File: src/rtl/regbus_cmd_bridge.sv
module regbus_cmd_bridge (
  input  logic        clk,
  input  logic        rst_n,
  input  logic        reg_wr,
  input  logic [1:0]  reg_idx,
  input  logic [63:0] reg_wdata,
  output logic [63:0] reg_rdata,
  output logic        bus_req,
  output logic        bus_we,
  output logic [1:0]  bus_size,
  output logic [23:0] bus_addr,
  output logic [31:0] bus_wdata,
  input  logic        bus_ack,
  input  logic        bus_err,
  input  logic [31:0] bus_rdata,
  input  logic [5:0]  ext_err_a,
  input  logic [5:0]  ext_err_b
);

  localparam logic [1:0] SZ_BAD = 2'b10;

  logic        busy_q, we_q, rvalid_q, e_slv_q, e_size_q, e_ovr_q;
  logic [1:0]  size_q;
  logic [23:0] addr_q;
  logic [31:0] wdata_q, rdata_q;
  logic [5:0]  ea_q, eb_q;
  logic [63:0] snap_q;

  logic        n_busy, n_rvalid, n_slv, n_size, n_ovr;
  logic [31:0] n_rdata;
  logic [5:0]  n_ea, n_eb;
  logic [31:0] stat_w, n_stat;

  wire [1:0] cmd_sz  = reg_wdata[62:61];
  wire cmd_hit  = reg_wr && (reg_idx == 2'd0);
  wire cmd_ok   = cmd_hit && !busy_q && (cmd_sz != SZ_BAD);
  wire cmd_bad  = cmd_hit && !busy_q && (cmd_sz == SZ_BAD);
  wire done     = busy_q && (bus_ack || bus_err);
  wire rd_ok    = done && !bus_err && !we_q;
  wire clr      = reg_wr && (reg_idx == 2'd1) && (reg_wdata == 64'd0);

  function automatic logic [31:0] pack_stat(
    input logic busy, input logic rv, input logic slv, input logic bsz,
    input logic ovr, input logic [5:0] ea, input logic [5:0] eb);
    logic [31:0] s;
    s = 32'd0;
    s[16] = busy;
    s[17] = rv;
    s[20] = slv;
    s[21] = bsz;
    s[22] = ovr;
    s[15:10] = ea;
    s[7:2] = eb;
    return s;
  endfunction

  always_comb begin
    n_busy   = cmd_ok ? 1'b1 : (done ? 1'b0 : busy_q);
    n_rvalid = cmd_ok ? 1'b0 : (rd_ok ? 1'b1 : rvalid_q);
    n_rdata  = rd_ok ? bus_rdata : rdata_q;
    n_slv    = (clr ? 1'b0 : e_slv_q)  | (done && bus_err);
    n_size   = (clr ? 1'b0 : e_size_q) | cmd_bad;
    n_ovr    = (clr ? 1'b0 : e_ovr_q)  | (cmd_hit && busy_q);
    n_ea     = (clr ? 6'd0 : ea_q) | ext_err_a;
    n_eb     = (clr ? 6'd0 : eb_q) | ext_err_b;
    n_stat   = pack_stat(n_busy, n_rvalid, n_slv, n_size, n_ovr, n_ea, n_eb);
  end

  assign stat_w = pack_stat(busy_q, rvalid_q, e_slv_q, e_size_q, e_ovr_q, ea_q, eb_q);

  always_ff @(posedge clk) begin
    if (!rst_n) begin
      busy_q   <= 1'b0;
      we_q     <= 1'b0;
      size_q   <= 2'b00;
      addr_q   <= 24'd0;
      wdata_q  <= 32'd0;
      rvalid_q <= 1'b0;
      rdata_q  <= 32'd0;
      e_slv_q  <= 1'b0;
      e_size_q <= 1'b0;
      e_ovr_q  <= 1'b0;
      ea_q     <= 6'd0;
      eb_q     <= 6'd0;
      snap_q   <= 64'd0;
    end else begin
      if (cmd_ok) begin
        we_q    <= reg_wdata[63];
        size_q  <= cmd_sz;
        addr_q  <= reg_wdata[55:32];
        wdata_q <= reg_wdata[31:0];
      end
      busy_q   <= n_busy;
      rvalid_q <= n_rvalid;
      rdata_q  <= n_rdata;
      e_slv_q  <= n_slv;
      e_size_q <= n_size;
      e_ovr_q  <= n_ovr;
      ea_q     <= n_ea;
      eb_q     <= n_eb;
      if (done) snap_q <= {n_stat, n_rdata};
    end
  end

  assign bus_req   = busy_q;
  assign bus_we    = we_q;
  assign bus_size  = size_q;
  assign bus_addr  = addr_q;
  assign bus_wdata = wdata_q;

  always_comb begin
    case (reg_idx)
      2'd0:    reg_rdata = {we_q, size_q, 5'd0, addr_q, wdata_q};
      2'd1:    reg_rdata = {stat_w, rdata_q};
      2'd2:    reg_rdata = snap_q;
      default: reg_rdata = 64'd0;
    endcase
  end

  p_start_r1: assert property (@(posedge clk) disable iff (!rst_n)
    (reg_wr && reg_idx == 2'd0 && !bus_req && reg_wdata[62:61] != 2'b10)
    |=> (bus_req && bus_addr == $past(reg_wdata[55:32]) && bus_we == $past(reg_wdata[63])));

  p_end_r2: assert property (@(posedge clk) disable iff (!rst_n)
    (bus_req && (bus_ack || bus_err)) |=> !bus_req);

  p_rdcap_r3: assert property (@(posedge clk) disable iff (!rst_n)
    (bus_req && bus_ack && !bus_err && !bus_we)
    |=> (stat_w[17] && rdata_q == $past(bus_rdata)));

  p_slverr_r4: assert property (@(posedge clk) disable iff (!rst_n)
    (bus_req && bus_err) |=> (stat_w[20] && !stat_w[17]));

  p_badsize_r5: assert property (@(posedge clk) disable iff (!rst_n)
    (reg_wr && reg_idx == 2'd0 && !bus_req && reg_wdata[62:61] == 2'b10)
    |=> (!bus_req && stat_w[21]));

  p_overrun_r6: assert property (@(posedge clk) disable iff (!rst_n)
    (reg_wr && reg_idx == 2'd0 && bus_req) |=> stat_w[22]);

  p_clear_r8: assert property (@(posedge clk) disable iff (!rst_n)
    (reg_wr && reg_idx == 2'd1 && reg_wdata == 64'd0 && !bus_req &&
     ext_err_a == 6'd0 && ext_err_b == 6'd0)
    |=> (stat_w[22:20] == 3'd0 && stat_w[15:10] == 6'd0 && stat_w[7:2] == 6'd0));

  p_hold_r11: assert property (@(posedge clk) disable iff (!rst_n)
    (bus_req && !bus_ack && !bus_err)
    |=> (bus_req && $stable(bus_addr) && $stable(bus_wdata) && $stable(bus_size) && $stable(bus_we)));

endmodule

File: config.mk
export PLATFORM = sky130hd
export DESIGN_NAME = regbus_cmd_bridge
export DESIGN_NICKNAME = d
export VERILOG_FILES = /design/src/rtl/regbus_cmd_bridge.sv
export SDC_FILE = /design/constraint.sdc
export NUM_CORES = 1
export LEC_CHECK = 0
export ABC_AREA = 1
export ABC_CLOCK_PERIOD_IN_PS = 3600
export BUFFER_PORTS_ARGS = -buffer_cell sky130_fd_sc_hd__buf_4
export CAP_MARGIN = 15
export CORE_AREA = 5 5 142 144
export DETAILED_ROUTE_END_ITERATION = 10
export DIE_AREA = 0 0 147 149
export HOLD_SLACK_MARGIN = 0.06
export PLACE_DENSITY_LB_ADDON = 0.05
export SKIP_CTS_REPAIR_TIMING = 1
export SLEW_MARGIN = 40
export SYNTH_ARGS = -nofsm -noshare
export SYNTH_HDL_FRONTEND = slang
export SYNTH_SLANG_ARGS = --single-unit
File: constraint.sdc
create_clock -name clk -period 3.6 [get_ports clk]
set_clock_uncertainty 0.2 [all_clocks]
set_input_delay 0.18 -clock clk [delete_from_list [all_inputs] [get_ports clk]]
set_output_delay 0.18 -clock clk [all_outputs]
set_load 0.005 [all_outputs]
==> After elaboration in Yosys (flattened, before gate mapping) <==
Index checks and enable logic that the tools add are counted.
{ "classes": {"eq_ne": 4, "n_mux": 11, "bitwise": 5, "reduce_logical": 17} }
{ "ops": {"columns": ["op", "count"], "rows": [
  ["$pmux 64 s3", 1],
  ["$logic_not 64->1", 1],
  ["$mux 32", 1],
  ["$mux 6", 2],
  ["$or 6x6->6", 2],
  ["$logic_and 1x1->1", 11],
  ["$mux 1", 7],
  ["$eq 2x2->1 const B", 2],
  ["$logic_not 1->1", 3],
  ["$or 1x1->1", 3],
  ["$eq 2x1->1 const B", 1],
  ["$logic_not 2->1", 1],
  ["$ne 2x2->1 const B", 1],
  ["$logic_or 1x1->1", 1]
]} }
{ "totals": {"register_bits": 157, "in_bits": 115, "out_inout_bits": 124, "word_cells": 50} }

==> Logic depth before layout (Yosys ltp) <==
{ "logic_depth": {"depth_word": 6, "depth_mapped": 11, "mapped_depth_nobuf": 10} }

==> Worst setup path after synthesis <==
OpenSTA, ideal clock, no wires.
{ "synth_timing": {"path_type": "register to register", "startpoint": "reg busy_q, in the netlist bus_req", "endpoint": "reg snap_q[10]", "setup_ps": 115, "arrival_time_ps": 1245, "required_ps": 3285, "slack_ps": 2040, "stages_incl_launch_ff": 11, "n_path_buf": 1, "synth_period_minus_slack_ps": 1560, "cell_sequence": "dfxtp_1 o21ai_2 inv_2 nand2_1 inv_2 nand2_2 inv_2 buf_2 o21ai_1 o21ai_0 inv_1"} }
{ "synth_between": {"elab_chain_cells": 4} }
{ "synth_lines": {"columns": ["item", "line", "source"], "rows": [
  ["from (decl)", "22", "logic busy_q, we_q, rvalid_q, e_slv_q, e_size_q, e_ovr_q;"],
  ["from (signal assigned)", "93", "busy_q <= n_busy;"],
  ["$logic_and 1x1->1 *", "38", "wire done = busy_q && (bus_ack || bus_err);"],
  ["$logic_and 1x1->1 (2 in series)", "39", "wire rd_ok = done && !bus_err && !we_q;"],
  ["$mux 32", "60", "n_rdata = rd_ok ? bus_rdata : rdata_q;"],
  ["to (signal assigned)", "101", "if (done) snap_q <= {n_stat, n_rdata};"],
  ["to (decl)", "27", "logic [63:0] snap_q;"]
]} }
Every way passes the cells marked *; elsewhere a longest branch is shown, timed or not.
A chain may end at the register's enable or synchronous reset.

==> Final worst setup path <==
{ "layout_timing": {"startpoint": "reg busy_q, in the netlist bus_req", "endpoint": "reg rdata_q[10]"} }
{ "layout_between": {"elab_chain_cells": 4} }
{ "layout_lines": {"columns": ["item", "line", "source"], "rows": [
  ["$logic_and 1x1->1", "38", null],
  ["$logic_and 1x1->1 (2 in series)", "39", null],
  ["$mux 32", "60", null],
  ["to (signal assigned)", "95", "rdata_q <= n_rdata;"],
  ["to (decl)", "25", "logic [31:0] wdata_q, rdata_q;"]
]} }
Every way passes these cells.

==> impl_metrics.ini <==
[setup_path]
regToRegSetupSlack_ps = 780
r2r_cells = 11
worstPathCellList = o21ai_4 > inv_2 > nand2_1 > inv_2 > nand2_2 > inv_2 > buf_12 > nand2_1 > o21ai_1 > and2_1 > dlygate4sd3_1
cp_common_cell = inv_2
r2r_start = bus_req
crit_fanout = 44
r2r-end = rdata_q[10]
critical_path_class = reg -> reg
cp.arrival_ps = 2990
required_ps = 3770
startpoint_type = flip-flop
crit_buf_inv = 5
cp_top_family = buffers and inverters
worst_path_max_delay_cell = dlygate4sd3_1
critical-path-max-stage-delay_ps = 540
crit_path_end_kind = flip-flop

[layout]
layout_common_cells = buf_4 (240), dfxtp_1 (157), inv_1 (152), nor2_1 (152), nand2_1 (141)
antenna_cells = 0
multiInputGateArea_um2 = 2960
layout_commonest_cell = buf_4
areaGrowthSynthToFinish_pct = 50.7
nNetsFinal = 1419
fillCellCount = 1807
drive_gt1_frac = 0.223
ff_latch_area_um2 = 3140

[die]
pin_count = 239
die_h_um = 149
start_util = 0.374
rows = 50
dieArea_um2 = 21900
coreArea_um2 = 18600
die_x_um = 147

[synthesis]
synth-simple-area-share = 0.220
synth-seq-area-share = 0.452
synth_edf_count = 0
syn_area_um2 = 6960
synth_compound_area_frac = 0.201
synthAdderAreaFrac = 0
synth-xor-area-share = 0
yosys_warnings = 0
synth_top_family_by_area = simple AND/OR/NAND/NOR gates
synth.distinct_cells = 27
synthArstFlopShare = 0
synthCells = 990
muxShareOfSynthArea = 0
ys.flop_type = dfxtp_1
syn_avg_cell_area_um2 = 7.03
ys_ff_latch = 157

[routing]
wl_per_cell_um = 15.8
avgViaCountPerCell = 4.72
first_iter_violations = 303
drc = 0
routed-via-count = 7314
ant_nets = 0
first_pass_iters = 5
wl_mm = 24.5

[power_and_ir_drop]
p_per_area_nw_per_um2 = 381
vdd_drop_max_v = 0.000337
leakagePower_uw = 0.00487
power_uw = 3990

[min_path]
hold_path_end = bus_size[1]
hold_path.class = in -> reg
holdPathStages = 5
holdCritStartpoint = reg_idx[1]

[clock_tree]
cts_tree = done
clockRootBuffer = clkbuf_16
h-tree-depth = 4
clk_latency_ps = 420
clockBufferDepth = 2
clkSlewWorstSetupHoldPaths_ps = 60
cts.sinks = 157
cts_inserted_buffers = 17

[run]
max_cap_violations = 0

[timing]
fin_crit_ps = 2820
clock.fmax_mhz = 355
setup_violations = 0
worst_slew_pin_slew_ps = 809
fin_setup_tns_ps = 0
finalHoldViolations = 0
slew_headroom = 0.460
fin_crit_sh = 0.783
grt_setup_unrepaired = no
slew_violations = 0

[outcome]
outcome = finished, final reports clean

[global_routing]
grt_pass1_wl_mm = 36.2
grt_pass1_vias = 6609
grt_max_degree = 83
antenna_found_initial = 0
overflow = 0
grtUsageTotal = 0.210

[place]
numPortBuffers = 233
gp_congestion = 0.780
hpwlAfterDp_mm = 16.0
[metrics by stage]
stage	hold slack (ps)	setup slack (ps)	utilization	cell area (µm²)	std cells
detailed placement	219	1230	0.474	8810	1404
CTS	-229	1250	0.502	9330	1435
global placement	216	1230	0.474	8810	1404
floorplan	115	2040	-	6970	994
finish	140	781	0.564	10500	1550
global route	152	481	0.564	10500	1550
[per-layer routing]
layer  GRT usage  vias to the layer above  wire length, µm
met5           0                        -                0
met1       0.268                     3299            10800
met4      0.0676                        0              430
li1            -                     3773                -
met2       0.349                      206            11900
met3      0.0544                       36             1300
[worst min-delay path, delay by kind of cell]
kind	cells	cell delay, ps
AOI/OAI and AO/OA	2	240
buffers and inverters	1	130
and+or+nand+nor	2	170
[cells in the mapped netlist (2+ instances only)]
cell	count	area [µm²]
buf_1	7	26.3
dfxtp_1	157	3140
o21ai_0	76	380
clkbuf_1	37	139
nor2_1	152	571
o21ai_1	48	240
nor2_4	3	33.8
inv_2	5	18.8
buf_2	14	70.1
nand2_2	10	62.6
nand4_1	3	18.8
nand3_2	2	20.0
inv_1	153	574
buf_4	5	37.5
o211ai_1	16	120
nand2_1	142	533
nand3_1	17	85.1
a21oi_1	73	365
and2_1	31	194
o221ai_1	32	280
[worst max path at each step]
| stage | from | end | cells past startpoint |
|---|---|---|---|
| 6_report | bus_req | rdata_q[10] | 11 |
| 5_1_grt | bus_req | rdata_q[10] | 11 |
| 4_1_cts | bus_req | bus_addr[18] | 7 |
| 3_5_place_dp | reg_idx[1] | snap_q[53] | 9 |
| 3_3_place_gp | reg_idx[1] | snap_q[34] | 9 |
| 2_1_floorplan | bus_req | snap_q[10] | 10 |
[sequential cells by signal, indices dropped and copies added (netlist names), 2 cells and up]
register	count
bus_wdata	32
snap_q	49
bus_addr	24
ea_q	6
eb_q	6
rdata_q	32
bus_size	2
[where the power goes]
part	total, µW	switching (µW)	internal, µW
Sequential	1830	35.1	1800
Combinational	537	255	281
Clock	1620	732	890
Total	3990	1020	2970
[cell families after synthesis]
family	count (synthesis)
other	1
flip-flops	157
buffers and inverters	224
AND/OR/NAND/NOR	362
AO/OA/AOI/OAI	246
[cell type report]
cell class	count	share of cell area
Clock buffer	20	0.0426
Clock inverter	11	0.00692
Inverter	159	0.0569
Multi-Input combinational cell	613	0.282
Sequential cell	157	0.300
Tap cell	234	0.0279
Timing Repair Buffer	356	0.284
Power figures use the tool's default switching activity.
